[config.mk]
export PLATFORM = sky130hd
export DESIGN_NAME = rx_frame_buf
export DESIGN_NICKNAME = d
export VERILOG_FILES = /design/src/rtl/rxfb_pkg.sv /design/src/rtl/rxfb_mem.sv /design/src/rtl/rxfb_fill.sv /design/src/rtl/rxfb_drain.sv /design/src/rtl/rxfb_flags.sv /design/src/rtl/rx_frame_buf.sv
export SDC_FILE = /design/constraint.sdc
export NUM_CORES = 1
export LEC_CHECK = 0
export BUFFER_PORTS_ARGS = -buffer_cell sky130_fd_sc_hd__buf_2
export CELL_PAD_IN_SITES_DETAIL_PLACEMENT = 1
export CELL_PAD_IN_SITES_GLOBAL_PLACEMENT = 1
export CORE_MARGIN = 2
export CORE_UTILIZATION = 54
export CTS_CLUSTER_DIAMETER = 80
export CTS_CLUSTER_SIZE = 28
export DETAILED_ROUTE_END_ITERATION = 10
export GPL_TIMING_DRIVEN = 0
export PLACE_DENSITY = 0.82
export SLEW_MARGIN = 5
export SYNTH_ARGS = -nofsm -noshare
export SYNTH_HDL_FRONTEND = slang
export SYNTH_SLANG_ARGS = --single-unit
[constraint.sdc]
create_clock -name clk -period 3.38 [get_ports clk]
set_input_delay 0.169 -clock clk [delete_from_list [all_inputs] [get_ports clk]]
set_output_delay 0.169 -clock clk [all_outputs]
set_load 0.005 [all_outputs]
[src/rtl/rxfb_pkg.sv]
package rxfb_pkg;

    typedef enum logic [1:0] {
        PH_IDLE = 2'd0,
        PH_FILL = 2'd1,
        PH_HOLD = 2'd2
    } rxfb_phase_e;

    typedef struct packed {
        logic buf_ovf;
        logic line_ovf;
        logic ready;
    } rxfb_stat_t;

endpackage

[src/rtl/rxfb_mem.sv]
module rxfb_mem #(
    parameter int DEPTH = 32,
    parameter int DW    = 8,
    localparam int AW   = $clog2(DEPTH)
) (
    input  logic          clk,
    input  logic          we,
    input  logic [AW-1:0] waddr,
    input  logic [DW-1:0] wdata,
    input  logic [AW-1:0] raddr,
    output logic [DW-1:0] rdata
);
    logic [DW-1:0] row_q [DEPTH];

    // one register row per slot, written when its address is selected
    for (genvar g = 0; g < DEPTH; g++) begin : g_row
        always_ff @(posedge clk) begin
            if (we && (waddr == AW'(g))) begin
                row_q[g] <= wdata;
            end
        end
    end

    assign rdata = row_q[raddr];
endmodule

[src/rtl/rxfb_fill.sv]
module rxfb_fill
    import rxfb_pkg::*;
#(
    parameter int DEPTH = 32,
    localparam int AW   = $clog2(DEPTH),
    localparam int CW   = AW + 1
) (
    input  logic          clk,
    input  logic          rst_n,
    input  logic          ln_valid,
    input  logic          ln_sof,
    input  logic [AW-1:0] len_m1,
    input  logic          drain_done,
    output logic          we,
    output logic [AW-1:0] waddr,
    output logic          hold,
    output logic [CW-1:0] len,
    output logic          drop_sof,
    output logic          drop_byte
);
    typedef struct packed {
        rxfb_phase_e   phase;
        logic [CW-1:0] cnt;
        logic [CW-1:0] len;
    } fill_t;

    fill_t st_d, st_q;
    logic [CW-1:0] idx;
    logic [CW-1:0] nxt;
    logic [CW-1:0] eff_len;

    always_comb begin
        st_d      = st_q;
        we        = 1'b0;
        drop_sof  = 1'b0;
        drop_byte = 1'b0;
        idx       = ln_sof ? '0 : st_q.cnt;
        nxt       = idx + CW'(1);
        eff_len   = ln_sof ? ({1'b0, len_m1} + CW'(1)) : st_q.len;
        waddr     = idx[AW-1:0];
        if (st_q.phase == PH_HOLD) begin
            if (ln_valid) begin
                drop_byte = 1'b1;
                drop_sof  = ln_sof;
            end
            if (drain_done) begin
                st_d.phase = PH_IDLE;
                st_d.cnt   = '0;
            end
        end else if (ln_valid && (ln_sof || st_q.phase == PH_FILL)) begin
            we       = 1'b1;
            st_d.cnt = nxt;
            st_d.len = eff_len;
            if (nxt == eff_len) begin
                st_d.phase = PH_HOLD;
            end else begin
                st_d.phase = PH_FILL;
            end
        end
    end

    always_ff @(posedge clk or negedge rst_n) begin
        if (!rst_n) begin
            st_q <= '{phase: PH_IDLE, cnt: '0, len: CW'(1)};
        end else begin
            st_q <= st_d;
        end
    end

    assign hold = (st_q.phase == PH_HOLD);
    assign len  = st_q.len;
endmodule

[src/rtl/rxfb_drain.sv]
module rxfb_drain #(
    parameter int DEPTH = 32,
    parameter int DW    = 8,
    localparam int AW   = $clog2(DEPTH),
    localparam int CW   = AW + 1
) (
    input  logic          clk,
    input  logic          rst_n,
    input  logic          rd_stb,
    input  logic          hold,
    input  logic [CW-1:0] len,
    input  logic [DW-1:0] mem_data,
    output logic [AW-1:0] raddr,
    output logic [DW-1:0] rd_data,
    output logic          rd_valid,
    output logic          drain_done,
    output logic          started
);
    typedef struct packed {
        logic [CW-1:0] cnt;
        logic [DW-1:0] data;
        logic          valid;
    } drain_t;

    drain_t st_d, st_q;
    logic [CW-1:0] nxt;

    always_comb begin
        st_d       = st_q;
        st_d.valid = 1'b0;
        st_d.data  = '0;
        drain_done = 1'b0;
        nxt        = st_q.cnt + CW'(1);
        if (rd_stb && hold) begin
            st_d.valid = 1'b1;
            st_d.data  = mem_data;
            if (nxt == len) begin
                st_d.cnt   = '0;
                drain_done = 1'b1;
            end else begin
                st_d.cnt = nxt;
            end
        end
    end

    always_ff @(posedge clk or negedge rst_n) begin
        if (!rst_n) begin
            st_q <= '0;
        end else begin
            st_q <= st_d;
        end
    end

    assign raddr    = st_q.cnt[AW-1:0];
    assign rd_data  = st_q.data;
    assign rd_valid = st_q.valid;
    assign started  = (st_q.cnt != '0);
endmodule

[src/rtl/rxfb_flags.sv]
module rxfb_flags (
    input  logic clk,
    input  logic rst_n,
    input  logic stat_rd,
    input  logic set_line,
    input  logic set_buf,
    output logic line_ovf,
    output logic buf_ovf
);
    typedef struct packed {
        logic line_ovf;
        logic buf_ovf;
    } flag_t;

    flag_t st_d, st_q;

    always_comb begin
        st_d = st_q;
        if (stat_rd) begin
            st_d = '0;
        end
        if (set_line) begin
            st_d.line_ovf = 1'b1;
        end
        if (set_buf) begin
            st_d.buf_ovf = 1'b1;
        end
    end

    always_ff @(posedge clk or negedge rst_n) begin
        if (!rst_n) begin
            st_q <= '0;
        end else begin
            st_q <= st_d;
        end
    end

    assign line_ovf = st_q.line_ovf;
    assign buf_ovf  = st_q.buf_ovf;
endmodule

[src/rtl/rx_frame_buf.sv]
module rx_frame_buf
    import rxfb_pkg::*;
#(
    parameter int DEPTH = 32,
    parameter int DW    = 8,
    localparam int AW   = $clog2(DEPTH)
) (
    input  logic          clk,
    input  logic          rst_n,
    input  logic [AW-1:0] len_m1,
    input  logic          ln_valid,
    input  logic          ln_sof,
    input  logic [DW-1:0] ln_byte,
    input  logic          rd_stb,
    output logic [DW-1:0] rd_data,
    output logic          rd_valid,
    input  logic          stat_rd,
    output logic [2:0]    stat,
    output logic          irq
);
    localparam int CW = AW + 1;

    logic          we;
    logic [AW-1:0] waddr;
    logic [AW-1:0] raddr;
    logic [DW-1:0] mem_data;
    logic          hold;
    logic [CW-1:0] len;
    logic          drop_sof;
    logic          drop_byte;
    logic          drain_done;
    logic          started;
    logic          line_ovf;
    logic          buf_ovf;
    rxfb_stat_t    stat_w;

    rxfb_mem #(.DEPTH(DEPTH), .DW(DW)) u_mem (
        .clk   (clk),
        .we    (we),
        .waddr (waddr),
        .wdata (ln_byte),
        .raddr (raddr),
        .rdata (mem_data)
    );

    rxfb_fill #(.DEPTH(DEPTH)) u_fill (
        .clk        (clk),
        .rst_n      (rst_n),
        .ln_valid   (ln_valid),
        .ln_sof     (ln_sof),
        .len_m1     (len_m1),
        .drain_done (drain_done),
        .we         (we),
        .waddr      (waddr),
        .hold       (hold),
        .len        (len),
        .drop_sof   (drop_sof),
        .drop_byte  (drop_byte)
    );

    rxfb_drain #(.DEPTH(DEPTH), .DW(DW)) u_drain (
        .clk        (clk),
        .rst_n      (rst_n),
        .rd_stb     (rd_stb),
        .hold       (hold),
        .len        (len),
        .mem_data   (mem_data),
        .raddr      (raddr),
        .rd_data    (rd_data),
        .rd_valid   (rd_valid),
        .drain_done (drain_done),
        .started    (started)
    );

    rxfb_flags u_flags (
        .clk      (clk),
        .rst_n    (rst_n),
        .stat_rd  (stat_rd),
        .set_line (drop_byte && started),
        .set_buf  (drop_sof),
        .line_ovf (line_ovf),
        .buf_ovf  (buf_ovf)
    );

    always_comb begin
        stat_w.ready    = hold;
        stat_w.line_ovf = line_ovf;
        stat_w.buf_ovf  = buf_ovf;
    end

    assign stat = stat_w;
    assign irq  = hold;
endmodule

---- Word-level counts from Yosys, hierarchy flattened ----
Memory sizes are Yosys's and may differ from the RTL's.
Cells that the tools add are included.
word-level totals
  bits in registers ....................... 31
  memories ................................ 1
  logic and storage cells ................. 299
  bits in writable memories ............... 256
cells by class
  eq/ne operators ......................... 36
  reduce and logical (&&, ||, !) cells .... 74
  $add $sub $neg .......................... 3
  bitwise logic cells ..................... 1
  multiplexer cells ....................... 176
memories
  memory       depth  bits a word  rd ports  clocked after Yosys merged registers in  wr ports  line            text
  u_mem.row_q  32     8            1         0                                        1         rxfb_mem.sv:13  logic [DW-1:0] row_q [DEPTH];
operators with widths
  cell                 number
  $mux 8               33
  $reduce_or 8->1      31
  $mux 5               31
  $mux 1               105
  $eq 5x5->1 const B   16
  $eq 5x4->1 const B   8
  $logic_and 1x1->1    35
  $eq 5x3->1 const B   4
  $mux 6               3
  $mux 14              1
  $add 6x1->6 const B  2
  $eq 6x6->1           2
  $eq 5x2->1 const B   2
  $mux 9               1
  $add 5x1->6 const B  1
  $reduce_bool 2->1    3
  $reduce_bool 6->1    1
  $eq 5x1->1 const B   1
  $logic_not 5->1      1
  $mux 2               2
  $reduce_and 2->1     2
  $eq 2x1->1 const B   1
  $eq 2x2->1 const B   1
  $ne 2x2->1 const B   1
  other kinds (2)      2

---- Depth between registers and ports, before layout ----
Gate-level depths: netlist of the first run.
  word-level depth ........................ 40
  gate-level depth with buffers ........... 10
  mapped depth without buffers ............ 9

---- Cells and area by module ----
From an unflattened synthesis of the first run, not the netlist that was laid out.
unflattened totals
  cells, all modules ...................... 620
  area total of the unflattened synthesis .. 11871.4 um2
by module, submodules not included
  module        area each (um2)  times used  cells each
  rxfb_mem      9895.7           1           414
  rxfb_fill     985.9            1           107
  rxfb_drain    892.1            1           90
  rxfb_flags    68.8             1           5
  rx_frame_buf  28.8             1           4

---- Least setup slack after synthesis of the first run ----
OpenSTA, ideal clock, no wires.
  kind .................................... register to register
  from .................................... register u_drain.st_q, in the netlist u_drain.raddr[1]
  to ...................................... register u_fill.st_q[9] in the netlist's numbering
  cell stages (with the launch flop) ...... 10
  slack ................................... 0.835 ns
  arrival ................................. 2.419 ns
  buffers on the path ..................... 2
  library setup time ...................... 0.126 ns
  path through ............................ dfrtp_1 buf_1 clkbuf_1 inv_1 ha_1 xor2_1 nor3_1 o2111a_2 a21oi_1 a221o_1
on the way
  longest elaborated chain between the ends .. 6
RTL lines
  element                            line              text
  start, declared                    rxfb_drain.sv:25  drain_t st_d, st_q;
  start signal, assigned             rxfb_drain.sv:50  st_q <= st_d;
  $add 6x1->6                        rxfb_drain.sv:33  nxt = st_q.cnt + CW'(1);
  $eq 6x6->1                         rxfb_drain.sv:37  if (nxt == len) begin
  $mux 1                             rxfb_drain.sv:37
  $mux 1                             rxfb_drain.sv:34  if (rd_stb && hold) begin
  $ne 2x2->1 (no source line)        n/a
  $reduce_and 2->1 (no source line)  n/a
  end signal, assigned               rxfb_fill.sv:64   st_q <= '{phase: PH_IDLE, cnt: '0, len: CW'(1)};
  end signal, assigned               rxfb_fill.sv:66   st_q <= st_d;
  end, declared                      rxfb_fill.sv:27   fill_t st_d, st_q;
Every way passes these cells.
A chain may end at the register's enable or synchronous reset.

==> results of run 1 <==
[synthesized netlist by cell type, types with 6 or more instances]
cell	number
sky130_fd_sc_hd__mux4_2	80
sky130_fd_sc_hd__nand3_1	10
sky130_fd_sc_hd__xor2_1	11
sky130_fd_sc_hd__inv_1	10
sky130_fd_sc_hd__dfrtp_1	30
sky130_fd_sc_hd__a21oi_1	8
sky130_fd_sc_hd__clkbuf_1	15
sky130_fd_sc_hd__o21ai_0	9
sky130_fd_sc_hd__o21ai_1	6
sky130_fd_sc_hd__buf_4	11
sky130_fd_sc_hd__nor2_1	52
sky130_fd_sc_hd__mux2i_1	9
sky130_fd_sc_hd__nand2_1	23
sky130_fd_sc_hd__nor2b_1	6
sky130_fd_sc_hd__xnor2_1	10
sky130_fd_sc_hd__edfxtp_1	256
[flip-flops by register name, indices dropped and copies added (netlist names)]
| signal | cells |
|---|---|
| u_fill.st_q | 8 |
| u_drain.rd_data | 8 |
| u_flags.buf_ovf | 1 |
| u_drain.rd_valid | 1 |
| u_drain.st_q | 1 |
| u_mem.row_q | 256 |
| u_fill.len | 6 |
| u_flags.line_ovf | 1 |
| u_drain.raddr | 5 |
[report_power, final]
part           internal (mW)  switching, mW
clock network          0.854           1.13
registers               3.95         0.0547
logic                  0.651          0.780
[layer usage]
layer	routed length, µm	up-vias	part of all wire, %
met2	13300	211	49
li1	-	2518	-
met3	1740	50	6.4
met5	13	-	0.048
met4	620	2	2.3
met1	11300	3210	42
[worst max-delay path, cell delays in order (launching register included)]
cell and delay, ps:
sky130_fd_sc_hd__dfrtp_1 440, sky130_fd_sc_hd__buf_2 520, sky130_fd_sc_hd__clkbuf_1 650, sky130_fd_sc_hd__mux4_2 460
sky130_fd_sc_hd__mux4_2 520, sky130_fd_sc_hd__mux2i_1 200, sky130_fd_sc_hd__nor2_1 60
[timing repair]
item,CTS,global route
resized for setup,1,0
endpoints found under the setup margin,9,1
endpoints found under the hold margin,33,0
hold buffers,3,0
gates cloned,0,0
[layout make-up]
| type | instances | area (µm²) |
|---|---|---|
| antenna | 1 | 2.50 |
| fill | 1817 | 8480 |
| clock inverter | 6 | 66.3 |
| multi-input combinational | 278 | 2980 |
| tap | 275 | 344 |
| sequential | 287 | 8460 |
| timing repair buffer | 34 | 185 |
| clock buffer | 15 | 375 |
| inverter | 12 | 45.0 |
| buffer | 38 | 214 |
[logic make-up (layout without fill, tap and decap cells)]
group | count (synthesis) | after routing | share of synthesized area (%)
other | 0 | 1 | 0
buffers and inverters | 51 | 105 | 2.23
muxes | 92 | 92 | 16.5
xor gates and xnor gates | 21 | 21 | 1.57
and+or+nand+nor | 119 | 119 | 4.69
AOI/OAI and AO/OA | 41 | 41 | 2.17
adders and majority gates | 5 | 5 | 0.535
DFF | 287 | 287 | 72.3
[stage by stage]
stage	instance area (µm²)	worst slack (ps)	util, %	hold slack [ps]	instances
floorplan	11700	835	-	-127	616
global placement	12200	-15.9	57.7	242	922
detailed placement	12200	-162	57.7	268	922
CTS	12700	142	59.9	14.0	946
global route	12700	219	59.9	63.8	945
finish	12700	398	59.9	31.9	946
[worst max-delay path by stage]
| stage | to | from | depth (start not counted) | slack [ps] |
|---|---|---|---|---|
| after floorplan | u_fill.st_q[9]$_DFFE_PN0P_ | u_drain.raddr[1]$_DFFE_PN0P_ | 9 | 840 |
| after global placement | u_fill.st_q[9]$_DFFE_PN0P_ | u_drain.raddr[1]$_DFFE_PN0P_ | 9 | -20 |
| after detailed placement | u_fill.st_q[9]$_DFFE_PN0P_ | u_drain.raddr[1]$_DFFE_PN0P_ | 9 | -160 |
| after CTS | u_fill.st_q[9]$_DFFE_PN0P_ | u_drain.raddr[1]$_DFFE_PN0P_ | 9 | 140 |
| after global routing | u_drain.rd_data[4]$_DFF_PN0_ | u_drain.raddr[1]$_DFFE_PN0P_ | 6 | 220 |
| final | u_drain.rd_data[1]$_DFF_PN0_ | u_drain.raddr[1]$_DFFE_PN0P_ | 6 | 400 |
==> reports/qor.tcl, run 1 <==
set qor(setup-tns-final_ps) 0
set qor(worst_pin_slew_ps) 952
set qor(cts-root-to-sink-buffers) 3
set qor(synth_area_leaders) {sky130_fd_sc_hd__edfxtp_1 66%, sky130_fd_sc_hd__mux4_2 15%, sky130_fd_sc_hd__dfrtp_1 6.4%}
set qor(synth_flop_cell) {sky130_fd_sc_hd__edfxtp_1}
set qor(endpoint_of_the_worst_register_to_register_path) {u_drain.rd_data[1]$_DFF_PN0_}
set qor(layout.cells.most_common) {sky130_fd_sc_hd__edfxtp_1}
set qor(final_layout_size_suffix_gt1_share_pct) 23.7
set qor(power_density_nw_per_um2) 585
set qor(final_hold_viol_count) 0
set qor(total_leakage_power_nw) 4.30
set qor(final_min_period_over_clock_period_pct) 88.2
set qor(synth_enable_flop_cells) 256
set qor(die_y_um) 151
set qor(die_area_um2) 22900
set qor(routedWlPerCell_um) 28.5
set qor(critPathKind) {flip-flop to flip-flop}
set qor(grt_start_max_net_pins) 33
set qor(gp_routability_congestion) 0.836
set qor(globalRoute.totalOverflow) 0
set qor(reg2regPathDepth) 6
set qor(tritoncts) {yes}
set qor(synth_async_reset_ratio_pct) 10.8
set qor(mappedNetlistArea_um2) 11700
set qor(timing.max_slew.rel_slack_pct) 36.3
set qor(core-area_um2) 21200
set qor(cts_made_buffers) 15
set qor(finalCriticalPeriod_ps) 2980
set qor(root_buffer) {sky130_fd_sc_hd__clkbuf_16}
set qor(final-max-slew-violation-count) 0
set qor(post_cts_buffers) 0
set qor(worst-endpoint-arrival_ps) 3350
set qor(syn-num-nets) 640
set qor(yosys_register_bits) 287
set qor(most_frequent_cells_in_the_layout) {256 x sky130_fd_sc_hd__edfxtp_1, 80 x sky130_fd_sc_hd__mux4_2, 52 x sky130_fd_sc_hd__nor2_1}
set qor(timing.rr.start) {u_drain.raddr[1]$_DFFE_PN0P_}
set qor(postSynthCellCount) 616
set qor(clk_lat_worst_skew_ps) 500
set qor(ctsHtreeMaxLevel) 1
set qor(grt_antenna_before_repair) 2
set qor(cts.sink_count) 287
set qor(setup.worst_path.end_class) {flip-flop}
set qor(synth.avg_cell_area_um2) 19.0
set qor(starting_drt_drc_count) 565
set qor(routed-via-count) 5991
set qor(cp-start-kind) {flip-flop}
set qor(outcome) {finished, final reports clean}
set qor(finalClockSkew_ps) 22.8
set qor(min-delay-start) {len_m1[4]}
set qor(synthDominantAreaCellType) {sky130_fd_sc_hd__edfxtp_1}
set qor(grtUsageMet1_pct) 35.4
set qor(number_of_global_route_vias_before_repair) 6394
set qor(synthDistinctLibCells) 46
set qor(drc) 0
set qor(ys.warnings.count) 0
set qor(row_count) 53
set qor(start_util_pct) 55.3
set qor(fmax_ghz) 0.335
set qor(report.power.total_mw) 7.42
set qor(routed_wl_mm) 27.0
set qor(r2r_setup_slk_ps) 400
set qor(drt-vias-per-instance) 6.33
set qor(yosysSeqAreaShare_pct) 72.3
set qor(max_cap_viols) 0
set qor(grt-busiest-layer) {met2}
set qor(chipWidth_um) 151
set qor(drt.antenna.violating_nets) 0
set qor(clkSlewWorstSetupHoldPaths_ps) 100
set qor(timing.critical_path.fanout_max) 19
set qor(global_route.usage.met2_pct) 41.3
set qor(hp-class) {input port to flip-flop}
set qor(post-synth-top-area-fraction_pct) 65.7
set qor(i_o_buffers) 31
set qor(global_route_wire_length_before_repair_mm) 41.0
set qor(cp_data_required_time_ps) 3750
set qor(layout.nets) 690
set qor(dp_hpwl_mm) 18.7
set qor(hold_depth) 3
set qor(timing.final.setup_violations) 0
set qor(grt_setup_unrepaired) {false}
set qor(firstDrtPassIters) 5
set qor(use_met3_pct) 5.12
set qor(peakVddDrop_uv) 484
set qor(grtUsageTotal_pct) 25.2
set qor(area_growth_pct) 8.30
set qor(io-pin-count) 32
set qor(min_delay_worst_endpoint) {u_fill.len[4]$_DFFE_PN0P_}
Power figures use the tool's default switching activity.
==> run 2: changes to the inputs <==
--- a/config.mk
+++ b/config.mk
@@ -9,12 +9,12 @@
 export CELL_PAD_IN_SITES_DETAIL_PLACEMENT = 1
 export CELL_PAD_IN_SITES_GLOBAL_PLACEMENT = 1
 export CORE_MARGIN = 2
-export CORE_UTILIZATION = 54
+export CORE_UTILIZATION = 56
+export CTS_BUF_LIST = sky130_fd_sc_hd__clkbuf_4
 export CTS_CLUSTER_DIAMETER = 80
 export CTS_CLUSTER_SIZE = 28
 export DETAILED_ROUTE_END_ITERATION = 10
-export GPL_TIMING_DRIVEN = 0
-export PLACE_DENSITY = 0.82
+export PLACE_DENSITY = 0.84
 export SLEW_MARGIN = 5
 export SYNTH_ARGS = -nofsm -noshare
 export SYNTH_HDL_FRONTEND = slang
==> run 2 against run 1 <==
  * Sequential power grew 2%
  * Worst setup slack improved by 330 ps
  * Global-route usage is 0.38 points lower
  * Critical path depth fell by 1
  * Utilization rose by 1.2 points
==> reports/qor.tcl, run 2 (synthesized netlist as in run 1, its figures left out) <==
set qor(core-area_um2) 20400 ;# -3.7%
set qor(timing.final.setup_violations) 0 ;# unchanged
set qor(die_area_um2) 22100 ;# -3.5%
set qor(finalCriticalPeriod_ps) 2650 ;# -335 ps
set qor(drc) 0 ;# unchanged
set qor(worst-endpoint-arrival_ps) 3200 ;# -150 ps
set qor(routed-via-count) 5879 ;# -1.9%
set qor(critPathKind) {flip-flop to flip-flop}
set qor(timing.max_slew.rel_slack_pct) 40.5 ;# +4.2 points
set qor(clk_lat_worst_skew_ps) 680 ;# +180 ps
set qor(final_layout_size_suffix_gt1_share_pct) 23.6 ;# -0.18 points
set qor(final_min_period_over_clock_period_pct) 78.3 ;# -9.9 points
set qor(routedWlPerCell_um) 27.8 ;# -2.6%
set qor(p_comb_share_pct) 19.3 ;# about the same
set qor(setup-tns-final_ps) 0 ;# unchanged
set qor(fmax_ghz) 0.378 ;# +13%
set qor(chipWidth_um) 149 ;# -1.8%
set qor(hp-class) {input port to flip-flop}
set qor(cp_slowest_cell) {sky130_fd_sc_hd__dfrtp_4}
set qor(drt-vias-per-instance) 6.32 ;# -0.18%
set qor(timing.critical_path.fanout_max) 28 ;# +9
set qor(setup.worst_path.end_class) {flip-flop}
set qor(i_o_buffers) 31 ;# unchanged
set qor(timing.critical_path.buf_inv) 1 ;# -1
set qor(grtUsageTotal_pct) 24.8 ;# -0.38 points
set qor(switching_power_mw) 1.85 ;# -5.9%
set qor(globalRoute.totalOverflow) 0 ;# unchanged
set qor(worst_pin_slew_ps) 889 ;# -63.1 ps
set qor(tritoncts) {yes}
set qor(most_frequent_cells_in_the_layout) {256 x sky130_fd_sc_hd__edfxtp_1, 80 x sky130_fd_sc_hd__mux4_2, 52 x sky130_fd_sc_hd__nor2_1}
set qor(layout.nets) 674 ;# -2.3%
set qor(firstDrtPassIters) 5 ;# unchanged
set qor(gp_routability_congestion) 0.851 ;# +1.9%
set qor(cts.sink_count) 287 ;# unchanged
set qor(post_cts_buffers) 0 ;# unchanged
set qor(whs_ps) 24.5 ;# -7.33 ps
set qor(power_density_nw_per_um2) 544 ;# -7.1%
set qor(largest_register_ffs) 256 ;# unchanged
set qor(largest_register) {u_mem.row_q}
set qor(root_buffer) {sky130_fd_sc_hd__clkbuf_4}
set qor(cp-start-kind) {flip-flop}
set qor(finalCoreUtilization_pct) 61.1 ;# +1.2 points
set qor(critical-path-max-stage-delay_ps) 840 ;# +190 ps
set qor(number_of_global_route_vias_before_repair) 6308 ;# -1.3%
set qor(drt.antenna.violating_nets) 0 ;# unchanged
set qor(final_hold_viol_count) 0 ;# unchanged
set qor(grt_antenna_before_repair) 2 ;# unchanged
set qor(filler_cell_count) 1740 ;# -4.2%
set qor(die_y_um) 149 ;# -1.8%
set qor(routed_wl_mm) 25.8 ;# -4.3%
set qor(area_growth_pct) 6.33
set qor(most_frequent_cp_cell) {sky130_fd_sc_hd__mux4_2}
set qor(grt_start_max_net_pins) 34 ;# +3.0%
set qor(share_clk_of_total_power_pct) 20.3 ;# -6.4 points
set qor(post_cts_resized) 0 ;# -1
set qor(dp_hpwl_mm) 17.5 ;# -6.8%
set qor(total_leakage_power_nw) 4.18 ;# -2.7%
set qor(peakVddDrop_uv) 392 ;# -19%
set qor(max_cap_viols) 0 ;# unchanged
set qor(power.internal_mw) 4.92 ;# -9.8%
set qor(outcome) {finished, final reports clean}
set qor(io-pin-count) 32 ;# unchanged
set qor(row_count) 52 ;# -1.9%
set qor(grt_setup_unrepaired) {false}
set qor(seqPwrFrac_pct) 60.4 ;# +6.4 points
set qor(critical_path.top_delay_family) {multiplexers}
set qor(cp_data_required_time_ps) 3930 ;# +180 ps
set qor(cts-root-to-sink-buffers) 3 ;# unchanged
set qor(finalClockSkew_ps) 37.7 ;# +14.9 ps
set qor(p_sw_share_pct) 27.3 ;# +0.85 points
set qor(starting_drt_drc_count) 601 ;# +6.4%
set qor(cts_made_buffers) 16 ;# +1
set qor(layout.cells.most_common) {sky130_fd_sc_hd__edfxtp_1}
set qor(ctsHtreeMaxLevel) 1 ;# unchanged
set qor(crit_chain) {buf_12 -> mux4_2 -> mux4_2 -> mux2i_1 -> nor2_1}
set qor(start_util_pct) 57.5 ;# +2.1 points
set qor(layout.area.seq_um2) 8470 ;# about the same
set qor(final-max-slew-violation-count) 0 ;# unchanged
set qor(area_of_the_multi_input_gates_um2) 2980 ;# unchanged
set qor(global_route_wire_length_before_repair_mm) 40.0 ;# -2.5%
set qor(clkSlewWorstSetupHoldPaths_ps) 260 ;# +160 ps
-- run 2: changes by cell type in the layout (fill, tap and decap cells not counted), sizes merged --
cell and delta:
clkbuf -11, dlygate4sd3 +12, clkinvlp +1, buf -15, diode +1, inv +1
-- run 2: final timing paths --
check,start,end,slack (ps),cells after the start
min in group asynchronous,rst_n,u_drain.st_q[14]$_DFFE_PN0P_,50,2
max in group asynchronous,rst_n,u_drain.raddr[0]$_DFFE_PN0P_,2770,2
max reg2reg,u_drain.raddr[0]$_DFFE_PN0P_,u_drain.rd_data[5]$_DFF_PN0_,730,5
max,u_drain.raddr[0]$_DFFE_PN0P_,u_drain.rd_data[5]$_DFF_PN0_,730,5
min,ln_byte[0],u_mem.row_q[31][0]$_DFFE_PP_,20,1
min reg2reg,u_fill.len[0]$_DFFE_PN1P_,u_fill.len[0]$_DFFE_PN1P_,530,2
-- run 2: metrics by stage --
stage               area (µm²)  setup slack (ps)  power, mW  std cells
finish                   12400               733       6.76        930
global route             12400               517       7.00        929
CTS                      12400               714       6.81        928
detailed placement       12100               733       5.46        887
global placement         12100               816       5.39        887
floorplan                11700               835       5.04        616
-- run 2: final cells by class --
| class | instances | share of cell area [%] |
|---|---|---|
| tap | 270 | 2.72 |
| clock inverter | 8 | 0.714 |
| sequential | 287 | 68.1 |
| multi-input combinational | 278 | 23.9 |
| clock buffer | 18 | 1.09 |
| antenna | 2 | 0.0402 |
| timing repair buffer | 55 | 3.10 |
| inverter | 12 | 0.362 |
-- run 2: power groups by stage --
| stage | Sequential, mW | Clock [mW] | Combinational (mW) |
|---|---|---|---|
| floorplan | 4.06 | 0 | 0.981 |
| global placement | 4.15 | 0 | 1.24 |
| detailed placement | 4.16 | 0 | 1.30 |
| CTS | 4.09 | 1.41 | 1.31 |
| global route | 4.10 | 1.50 | 1.40 |
| finish | 4.08 | 1.38 | 1.30 |
-- run 2: timing repair --
action	4_1_cts	5_1_grt
setup endpoints to repair	0	0
hold buffers	15	0
endpoints found under the hold margin	139	0
-- run 2: layer usage --
layer | wire (µm) | GRT usage, %
met1 | 10700 | 36.1
met2 | 12500 | 39.6
met3 | 1950 | 3.99
met4 | 688 | 7.29
met5 | 0 | 0
